### src/rtl/rcg_pkg.sv
package rcg_pkg;
    localparam int unsigned LFSR_W   = 11;
    localparam int unsigned CODE_LEN = 2046;
    // bit i stands for stage i+1; a set bit feeds that stage back
    localparam logic [LFSR_W-1:0] PRI_POLY = 11'b111_1100_0001;
    localparam logic [LFSR_W-1:0] SEC_POLY = 11'b101_1001_1111;
    localparam logic [LFSR_W-1:0] SEED     = 11'b010_1010_1010;

    typedef enum logic [0:0] {
        PH_RUN  = 1'b0,
        PH_LAST = 1'b1
    } period_phase_t;
endpackage

### src/rtl/rcg_lfsr.sv
module rcg_lfsr #(
    parameter int unsigned       W    = 11,
    parameter logic [W-1:0]      POLY = '0,
    parameter logic [W-1:0]      INIT = '0
) (
    input  logic         clk,
    input  logic         rst,
    input  logic         adv,
    input  logic         reload,
    output logic [W-1:0] state
);
    logic fb;

    always_comb begin
        fb = ^(state & POLY);
    end

    always_ff @(posedge clk) begin
        if (rst) begin
            state <= INIT;
        end else if (adv) begin
            if (reload) begin
                state <= INIT;
            end else begin
                state <= {state[W-2:0], fb};
            end
        end
    end
endmodule

### src/rtl/rcg_period_fsm.sv
module rcg_period_fsm
    import rcg_pkg::*;
#(
    parameter int unsigned LEN   = 2046,
    parameter int unsigned CNT_W = $clog2(LEN)
) (
    input  logic             clk,
    input  logic             rst,
    input  logic             adv,
    output logic [CNT_W-1:0] idx,
    output logic             wrap,
    output logic             epoch
);
    localparam logic [CNT_W-1:0] LAST_IDX = CNT_W'(LEN - 1);
    localparam logic [CNT_W-1:0] PRE_IDX  = CNT_W'(LEN - 2);

    period_phase_t phase_q, phase_d;

    // next-state decision
    always_comb begin
        phase_d = phase_q;
        unique case (phase_q)
            PH_RUN:  if (adv && idx == PRE_IDX) phase_d = PH_LAST;
            PH_LAST: if (adv)                   phase_d = PH_RUN;
            default:                            phase_d = PH_RUN;
        endcase
    end

    // state register
    always_ff @(posedge clk) begin
        if (rst) begin
            phase_q <= PH_RUN;
        end else begin
            phase_q <= phase_d;
        end
    end

    // outputs
    always_comb begin
        wrap  = 1'b0;
        epoch = 1'b0;
        unique case (phase_q)
            PH_RUN:  begin wrap = 1'b0; epoch = 1'b0; end
            PH_LAST: begin wrap = adv;  epoch = adv;  end
            default: begin wrap = 1'b0; epoch = 1'b0; end
        endcase
    end

    // chip counter
    always_ff @(posedge clk) begin
        if (rst) begin
            idx <= '0;
        end else if (adv) begin
            idx <= wrap ? '0 : idx + 1'b1;
        end
    end

    logic unused_last;
    assign unused_last = ^LAST_IDX;
endmodule

### src/rtl/trunc_gold_gen.sv
module trunc_gold_gen
    import rcg_pkg::*;
#(
    parameter int unsigned W        = LFSR_W,
    parameter int unsigned PERIOD   = CODE_LEN,
    parameter logic [W-1:0] POLY_A  = PRI_POLY,
    parameter logic [W-1:0] POLY_B  = SEC_POLY,
    parameter logic [W-1:0] SEED_AB = SEED
) (
    input  logic                         clk,
    input  logic                         rst,
    input  logic                         chip_en,
    input  logic [W-1:0]                 phase_sel,
    output logic                         chip,
    output logic [$clog2(PERIOD)-1:0]    chip_idx,
    output logic                         epoch
);
    localparam int unsigned CNT_W = $clog2(PERIOD);
    localparam int unsigned NREG  = 2;
    localparam logic [NREG*W-1:0] POLYS = {POLY_B, POLY_A};

    logic          wrap;
    logic [W-1:0]  reg_state [NREG];
    logic [W-1:0]  sel_taps;

    rcg_period_fsm #(
        .LEN   (PERIOD),
        .CNT_W (CNT_W)
    ) fsm_i (
        .clk   (clk),
        .rst   (rst),
        .adv   (chip_en),
        .idx   (chip_idx),
        .wrap  (wrap),
        .epoch (epoch)
    );

    for (genvar g = 0; g < NREG; g++) begin : g_reg
        rcg_lfsr #(
            .W    (W),
            .POLY (POLYS[g*W +: W]),
            .INIT (SEED_AB)
        ) lfsr_i (
            .clk    (clk),
            .rst    (rst),
            .adv    (chip_en),
            .reload (wrap),
            .state  (reg_state[g])
        );
    end

    always_comb begin
        sel_taps = reg_state[1] & phase_sel;
        chip     = reg_state[0][W-1] ^ (^sel_taps);
    end
endmodule

### config.mk
export PLATFORM = sky130hd
export DESIGN_NAME = trunc_gold_gen
export DESIGN_NICKNAME = d
export VERILOG_FILES = /design/src/rtl/rcg_pkg.sv /design/src/rtl/rcg_lfsr.sv /design/src/rtl/rcg_period_fsm.sv /design/src/rtl/trunc_gold_gen.sv
export SDC_FILE = /design/constraint.sdc
export NUM_CORES = 1
export LEC_CHECK = 0
export BUFFER_PORTS_ARGS = -buffer_cell sky130_fd_sc_hd__buf_2
export CORE_MARGIN = 2
export CORE_UTILIZATION = 55
export CTS_BUF_LIST = sky130_fd_sc_hd__clkbuf_4 sky130_fd_sc_hd__clkbuf_8 sky130_fd_sc_hd__clkbuf_16
export CTS_CLUSTER_DIAMETER = 80
export DETAILED_ROUTE_END_ITERATION = 8
export PLACE_DENSITY = 0.78
export SYNTH_ARGS = -nofsm -noshare
export SYNTH_HDL_FRONTEND = slang
export SYNTH_HIERARCHICAL = 1
export SYNTH_SLANG_ARGS = --single-unit
### constraint.sdc
create_clock -name clk -period 2 [get_ports clk]
set_clock_uncertainty 0.1 [all_clocks]
set_input_delay 0.1 -clock clk [delete_from_list [all_inputs] [get_ports clk]]
set_output_delay 0.1 -clock clk [all_outputs]
set_load 0.005 [all_outputs]
# ---- Word-level counts from Yosys, hierarchy flattened
# Cells that the tools add are included.
dict set report word_totals {
  reg_bits 34
  wordCells 20
}
dict set report classes {
  n_addsub 1
  eq_ne 1
  muxes 7
  n_bitwise 3
  reduce_logical 4
}
# op count
set ops {}
lappend ops {{11-bit 2-to-1 mux} 3}
lappend ops {{11-bit parity} 3}
lappend ops {{11-bit by 1-bit adder with 11-bit output, second input constant} 1}
lappend ops {{11-bit bitwise AND} 1}
lappend ops {{11-bit == test, second input constant} 1}
lappend ops {{1-bit one-hot mux with 2 select lines} 2}
lappend ops {{1-bit 2-to-1 mux} 2}
lappend ops {{1-bit logical AND} 1}
lappend ops {{1-bit NOT} 1}
lappend ops {{1-bit XOR} 1}

# ---- Logic depth before layout (Yosys ltp)
# Gate-level depths: netlist of run 1.
dict set report logic_depth {
  ltp_word 4
  mapped_depth 7
  ltp_nobuf 5
}

# ---- By module
# The synthesis of run 1 kept the hierarchy.
# mod n_inst cells_each area_each_um2 seq_area_each_um2
set modules_own_cells {}
lappend modules_own_cells {rcg_period_fsm 1 65 583.1 240.2}
lappend modules_own_cells {{rcg_lfsr at g_reg[1].lfsr_i} 1 60 509.2 220.2}
lappend modules_own_cells {{rcg_lfsr at g_reg[0].lfsr_i} 1 57 496.7 220.2}
lappend modules_own_cells {trunc_gold_gen 1 21 150.1 0.0}

# ---- Worst setup path after synthesis of run 1
# No wires, ideal clock.
dict set report synth_timing {
  path_type {register to register}
  start {register fsm_i.idx[0]}
  end {register fsm_i.idx[8]}
  arrival_time_ns 1.363
  required_ns 1.830
  slack_ns 0.468
  stages_incl_launch_ff 5
  path_buffers 0
  cell_sequence {dfxtp_1 > ha_1 > nand3_2 > or4_1 > a21oi_1}
}
dict set report synth_via {
  elab_chain_cells 2
}
# element line
set synth_rtl {}
lappend synth_rtl {{start, declared} rcg_period_fsm.sv:10} ;# output logic [CNT_W-1:0] idx,
lappend synth_rtl {{start signal, assigned} rcg_period_fsm.sv:54} ;# idx <= wrap ? '0 : idx + 1'b1;
lappend synth_rtl {{11-bit by 1-bit adder with 11-bit output} rcg_period_fsm.sv:54}
lappend synth_rtl {{11-bit 2-to-1 mux} rcg_period_fsm.sv:54}
# Every way passes these cells.
# A chain may end at the register's enable or synchronous reset.

# ---- Worst setup path in the final report of run 1
dict set report layout_timing {
  start {register g_reg[1].lfsr_i.state[8]}
  end {output port chip}
}
dict set report layout_via {
  elab_chain_cells 3
}
# element line
set layout_rtl {}
lappend layout_rtl {{start, declared} rcg_lfsr.sv:10} ;# output logic [W-1:0] state
lappend layout_rtl {{start signal, assigned} rcg_lfsr.sv:25} ;# state <= {state[W-2:0], fb};
lappend layout_rtl {{11-bit bitwise AND} trunc_gold_gen.sv:53} ;# sel_taps = reg_state[1] & phase_sel;
lappend layout_rtl {{11-bit parity} trunc_gold_gen.sv:54} ;# chip = reg_state[0][W-1] ^ (^sel_taps);
lappend layout_rtl {{1-bit XOR} trunc_gold_gen.sv:54}
lappend layout_rtl {{end, declared} trunc_gold_gen.sv:14} ;# output logic chip,
# Every way passes these cells.

==> results of run 1 <==
stage by stage:
step	hold WS (ps)	setup TNS [ps]	worst slack [ps]	power (mW)	util [%]
final	59.25	0	108.3	1.527	64.42
after CTS	51.38	0	39.56	1.539	64.01
after floorplan	69.07	0	467.5	1.043	-
after global placement	346.1	0	438.8	1.105	61.90
after detailed placement	357.5	0	379.6	1.116	61.90
after global routing	76.44	-4.758	-4.758	1.615	64.42
layout by cell type (no fill, tap or decap), drive strengths merged, types with 3 or more instances in the layout:
cell type,synthesis,routed
nand4,4,4
nor2,24,24
nand2b,10,10
xor2,6,6
buf,8,29
nand3b,12,12
or4,4,4
clkbuf,4,7
nand2,14,14
or3,3,3
xnor2,17,17
a21oi,29,29
inv,5,5
dfxtp,34,34
or2,11,11
o31ai,4,4
nand3,3,3
timing repair:
item,CTS,global route
endpoints found under the setup margin,0,1
hold buffers,0,0
resized for setup,0,5
buffers inserted,0,0
area by class of cell:
cell class                      instances  area, sq um
Clock buffer                            7        58.81
Clock inverter                          1        5.005
Fill cell                             285         1077
Inverter                                5        18.77
Multi-Input combinational cell        152        974.7
Sequential cell                        34        685.7
Tap cell                               44        55.05
Timing Repair Buffer                   29        152.6
flip-flops by register name, summed over array words and instances (netlist names):
name	flops
fsm_i/idx	11
g.lfsr_i/state	22
fsm_i/phase_q	1
power by group:
group / total (mW) / switching [mW] / internal, mW / leakage (nW)
Clock: 0.417 / 0.233 / 0.184 / 0.0387
Sequential: 0.776 / 0.0486 / 0.727 / 0.279
Combinational: 0.335 / 0.142 / 0.193 / 0.459
cell families (layout without fill, tap and decap cells):
| group | after synthesis | in the layout | share of synthesized area (%) |
|---|---|---|---|
| XOR/XNOR | 25 | 25 | 14.60 |
| adder cells (fa/ha/maj) | 2 | 2 | 1.439 |
| AO/OA/AOI/OAI | 36 | 36 | 11.15 |
| flip-flops | 34 | 34 | 39.14 |
| buffers and inverters | 17 | 42 | 5.251 |
| AND/OR/NAND/NOR | 89 | 89 | 28.42 |
worst min-delay path: cells and delay by family:
kind            cells  cell delay [ps]
compound gates      1               70
buf+inv             1              190
simple gates        1              110
cell usage after synthesis, drive strengths merged:
library cell  number
dfxtp             34
a21oi             29
nor2              24
xnor2             17
nand2             14
nand3b            12
or2               11
nand2b            10
buf                8
xor2               6
inv                5
clkbuf             4
nand4              4
o31ai              4
or4                4
nand3              3
or3                3
ha                 2
o21ai              2
or2b               2
xnor3              2
and2               1
o32ai              1
or3b               1
worst max path at each step:
stage,slack [ps],cells past startpoint,from,endpoint
after global placement,440,4,fsm_i/idx[0]$_SDFFE_PP0P_,fsm_i/idx[8]$_SDFFE_PP0P_
after CTS,40,5,g_reg[1].lfsr_i/state[3]$_SDFFE_PP1P_,chip
after floorplan,470,4,fsm_i/idx[0]$_SDFFE_PP0P_,fsm_i/idx[8]$_SDFFE_PP0P_
after global routing,-5,5,g_reg[1].lfsr_i/state[4]$_SDFFE_PP0P_,chip
after detailed placement,380,4,fsm_i/idx[0]$_SDFFE_PP0P_,fsm_i/idx[8]$_SDFFE_PP0P_
final,110,5,g_reg[1].lfsr_i/state[8]$_SDFFE_PP0P_,chip
metal layers:
| layer | wire length (microns) | vias to the layer above |
|---|---|---|
| met2 | 1523 | 24 |
| met5 | 0 | - |
| met3 | 138 | 6 |
| li1 | - | 729 |
| met1 | 1630 | 634 |
| met4 | 56 | 0 |
==> results.tsv, run 1 <==
stage	metric	value	unit
route	first_pass_iters	4	
sta	fmax	528.6	MHz
logic_synthesis	syn-num-nets	219	
route	wl_per_cell	12.31	microns
grt	busiest_layer	met2	
critical_path	r2r_slack	350	ps
layout	nets	243	
clock_tree	clk_path_buf_depth	2	
route	drt-total-wl	3.348	mm
critical_path	cp_common_cell	xnor2_1	
pwr	ir_drop	0.0004876	V
die	io_pins	27	
logic_synthesis	syn_avg_cell_area	8.567	sq um
grt	grt_pass1_wl	5.602	mm
hold_path	hp-start	chip_en	
pwr	p_leak	0.7765	nW
critical_path	cp_slowest_cell	xnor3_1	
logic_synthesis	postSynthCellCount	203	
die	die_h	60.23	microns
critical_path	crit_path_end_kind	output port	
critical_path	required	1800	ps
hold_path	holdCritPathClass	in -> reg	
logic_synthesis	synth.distinct_cells	30	
logic_synthesis	yosysTopAreaCell	dfxtp_1	
sta	setup_violations	0	
die	dieArea	0.003628	sq mm
route	drtIter0Drc	33	
critical_path	crit_type	reg -> out	
logic_synthesis	synth_warnings	6	
die	core_area	0.003028	sq mm
job	cap_viol_max_count	0	
critical_path	critPathMaxFanout	4	
critical_path	slowest_delay	410	ps
clock_tree	root_buffer	clkbuf_4	
place	dp.cells	264	
critical_path	r2r_start	fsm_i/idx[0]$_SDFFE_PP0P_	
critical_path	cp_cell_sequence	nand2_1, xnor2_1, xnor2_1, xnor3_1, buf_2	
place	postPlaceCellArea	0.001874	sq mm
logic_synthesis	synthDominantCellAreaShare	39.14	%
hold_path	hold_depth	3	
clock_tree	clock-sinks	34	
clock_tree	cts_buffers	5	
layout	stdcell_area	0.001951	sq mm
critical_path	r2r_cells	4	
clock_tree	path_clk_slew	110	ps
route	vias	1393	
grt	use_met2	33.85	%
die	die_width	60.23	microns
hold_path	min_to	fsm_i/idx[1]$_SDFFE_PP0P_	
grt	grt_use_met1	25.76	%
route	viasPerCell	5.121	
place	dp_hpwl	2.208	mm
clock_tree	ctsHtreeMaxLevel	2	
grt	grt_overflow_total	0	
pwr	power.density	783.0	mW/mm^2
route	postRouteAntennaNets	0	
logic_synthesis	ys_ff_latch	34	
critical_path	path_delay_family	XOR/XNOR gates	
sta	period_minus_slack	1892	ps
grt	grt_max_degree	32	
grt	antenna_found_initial	0	
layout	area_delta_synth_final	12.16	%
critical_path	cp_num_buf_inv	1	
logic_synthesis	netlist_area	0.001739	sq mm
sta	slew_headroom	69.88	%
sta	drv_slew	0	
grt	grt_usage	20.97	%
critical_path	cp-start-kind	flop	
layout	drive_gt1_share	22.81	%
die	start_util	57.44	%
route	drc	0	
place	gp_congestion	0.7433	
sta	tightest_slew	451.8	ps
sta	fin_crit_sh	94.58	%
clock_tree	cts_tree	built	
status	status	complete, no violations	
grt	grt_pass1_vias	1318	
layout	stdcell_count	272	
critical_path	rr_endpoint	fsm_i/idx[10]$_SDFFE_PP0P_	
place	numPortBuffers	26	
sta	finalHoldViolCount	0	
clock_tree	clk_latency	340	ps
layout	antenna_cells	0	
die	rows	20	
critical_path	worstPathArrival	1690	ps
logic_synthesis	synthTopCellsByArea	dfxtp_1, a21oi_1, xnor2_1	
grt	grt_use_met3	6.494	%
logic_synthesis	seq_area_frac_synth	39.14	%
Note: power is estimated with default switching activity, not from simulation.
==> inputs of run 2 (changes only) <==
Settings changed: CAP_MARGIN from default to 10, PLACE_DENSITY 0.78 to 0.82.
==> results.tsv, run 2 (synthesis gave the netlist of run 1 again) <==
stage	metric	value	unit	change
clock_tree	cts_buffers	5		unchanged
layout	area_delta_synth_final	10.94	%	
die	io_pins	27		unchanged
pwr	power.density	762.6	mW/mm^2	-2.6%
hold_path	holdCritPathClass	in -> reg		
die	dieArea	0.003628	sq mm	unchanged
clock_tree	postCtsHoldBufs	0		unchanged
critical_path	required	1800	ps	about the same
clock_tree	clk_latency	340	ps	about the same
layout	top_register	g.lfsr_i/state		
die	rows	20		unchanged
pwr	ir_drop	0.0004227	V	-13%
pwr	switching_share	26.86	%	-0.86 points
grt	grt_max_degree	45		+41%
sta	fmax	530.1	MHz	+0.27%
layout	antenna_cells	0		unchanged
layout	final_common_cell	dfxtp_1		
place	numPortBuffers	26		unchanged
clock_tree	ctsHtreeMaxLevel	2		unchanged
place	postPlaceCellArea	0.001867	sq mm	-0.40%
critical_path	worstPathArrival	1690	ps	about the same
place	gp_congestion	0.6896		-7.2%
die	die_width	60.23	microns	unchanged
layout	largest_register_ffs	22		unchanged
sta	fin_hold_ws	37.22	ps	-22.03 ps
pwr	power.switching	0.3952	mW	-6.7%
pwr	power.internal	1.076	mW	-2.5%
route	viasPerCell	5.164		+0.82%
critical_path	crit_type	reg -> out		
layout	final_cell_mix	dfxtp_1, a21oi_1, buf_2		
sta	finalHoldViolCount	0		unchanged
clock_tree	clk_path_buf_depth	2		unchanged
route	postRouteAntennaNets	0		unchanged
grt	grt_overflow_total	0		unchanged
route	drt-total-wl	3.182	mm	-5.0%
critical_path	critPathMaxFanout	3		-1
sta	period_minus_slack	1887	ps	-5.143 ps
grt	grt_usage	19.59	%	-1.4 points
status	status	complete, no violations		
grt	antenna_found_initial	0		unchanged
grt	grt_pass1_wl	5.161	mm	-7.9%
critical_path	crit_path_end_kind	output port		
clock_tree	cts_tree	built		
route	first_pass_iters	4		unchanged
clock_tree	clock-sinks	34		unchanged
sta	slew_headroom	74.19	%	+4.3 points
route	drc	0		unchanged
critical_path	cp-start-kind	flop		
layout	stdcell_area	0.001929	sq mm	-1.1%
clock_tree	path_clk_slew	90	ps	-20 ps
sta	setup_violations	0		unchanged
layout	drive_gt1_share	21.33	%	-1.5 points
layout	nets	242		-0.41%
grt	grt_pass1_vias	1201		-8.9%
pwr	p_total	1.471	mW	-3.7%
route	wl_per_cell	11.83	microns	-3.9%
die	core_area	0.003028	sq mm	unchanged
pwr	clkPwrFrac	25.4	%	-1.9 points
route	drtIter0Drc	40		+21%
sta	drv_slew	0		unchanged
pwr	comb_power_share	22.1	%	+0.2 points
pwr	p_leak	0.7640	nW	-1.6%
route	vias	1389		-0.29%
die	start_util	57.44	%	unchanged
sta	tightest_slew	387.1	ps	-64.66 ps
place	dp_hpwl	2.134	mm	-3.3%
layout	largestRegisters	g.lfsr_i/state x22, fsm_i/idx x11, fsm_i/phase_q x1		
die	die_h	60.23	microns	unchanged
job	cap_viol_max_count	0		unchanged
pwr	p_seq_share	52.5	%	+1.7 points
clock_tree	root_buffer	clkbuf_4		
sta	fin_crit_sh	94.33	%	-0.26 points
-- run 2: cell count changes in the layout (fill, tap and decap cells not counted) --
cell	change
dfxtp_2	-1
dfxtp_1	+1
clkinv_2	-1
clkbuf_4	-1
buf_4	-1
-- run 2: metal layers --
| layer | part of all wire [%] | wire length, microns | up-vias | GRT usage, % |
|---|---|---|---|---|
| met1 | 48 | 1519 | 633 | 23.54 |
| met3 | 3.2 | 101 | 8 | 7.143 |
| met4 | 2.9 | 93 | 0 | 11.75 |
| met5 | 0 | 0 | - | 0 |
| met2 | 46 | 1468 | 22 | 29.66 |
| li1 | - | - | 726 | - |
-- run 2: worst paths after layout --
path | startpoint | to | slack (ps) | cells after the start
hold / removal | chip_en | fsm_i/idx[1]$_SDFFE_PP0P_ | 40 | 3
hold reg to reg | g_reg[0].lfsr_i/state[2]$_SDFFE_PP0P_ | g_reg[0].lfsr_i/state[2]$_SDFFE_PP0P_ | 380 | 2
setup reg to reg | fsm_i/idx[0]$_SDFFE_PP0P_ | fsm_i/idx[10]$_SDFFE_PP0P_ | 380 | 4
setup / recovery | g_reg[1].lfsr_i/state[5]$_SDFFE_PP1P_ | chip | 110 | 5
-- run 2: power by group through the flow --
stage               Combinational (mW)  Clock, mW  Sequential, mW
finish                           0.325      0.373           0.773
global route                     0.361      0.413           0.780
CTS                              0.326      0.388           0.773
detailed placement               0.323          0           0.788
global placement                 0.315          0           0.787
floorplan                        0.265          0           0.778
-- run 2: per-stage QoR --
step                      utilization (%)  std cells  setup slack (ps)  TNS, ps
after global routing                63.72        269           -0.5173  -0.5173
final                               63.72        269             113.4        0
after floorplan                         -        203             467.5        0
after global placement              61.65        263             444.0        0
after CTS                           63.35        269             46.91        0
after detailed placement            61.65        263             400.7        0
-- run 2: final cells by class --
class	instances	area (sq um)
clock buffer	6	51.30
fill	267	1099
inverter	5	18.77
multi-input combinational	152	974.7
sequential	34	684.4
tap	44	55.05
timing repair buffer	28	145.1
-- run 2: what timing repair did --
item | in CTS | in global routing
buffers inserted | 0 | 0
gates resized for setup | 0 | 4
endpoints found under the setup margin | 0 | 1
-- run 2: worst max-delay path, cell delays in order, from the launching register on --
cell and delay [ps]:
dfxtp_1 380, nand2_1 110, xnor2_2 170, xnor2_1 150, xnor3_1 420, buf_2 130
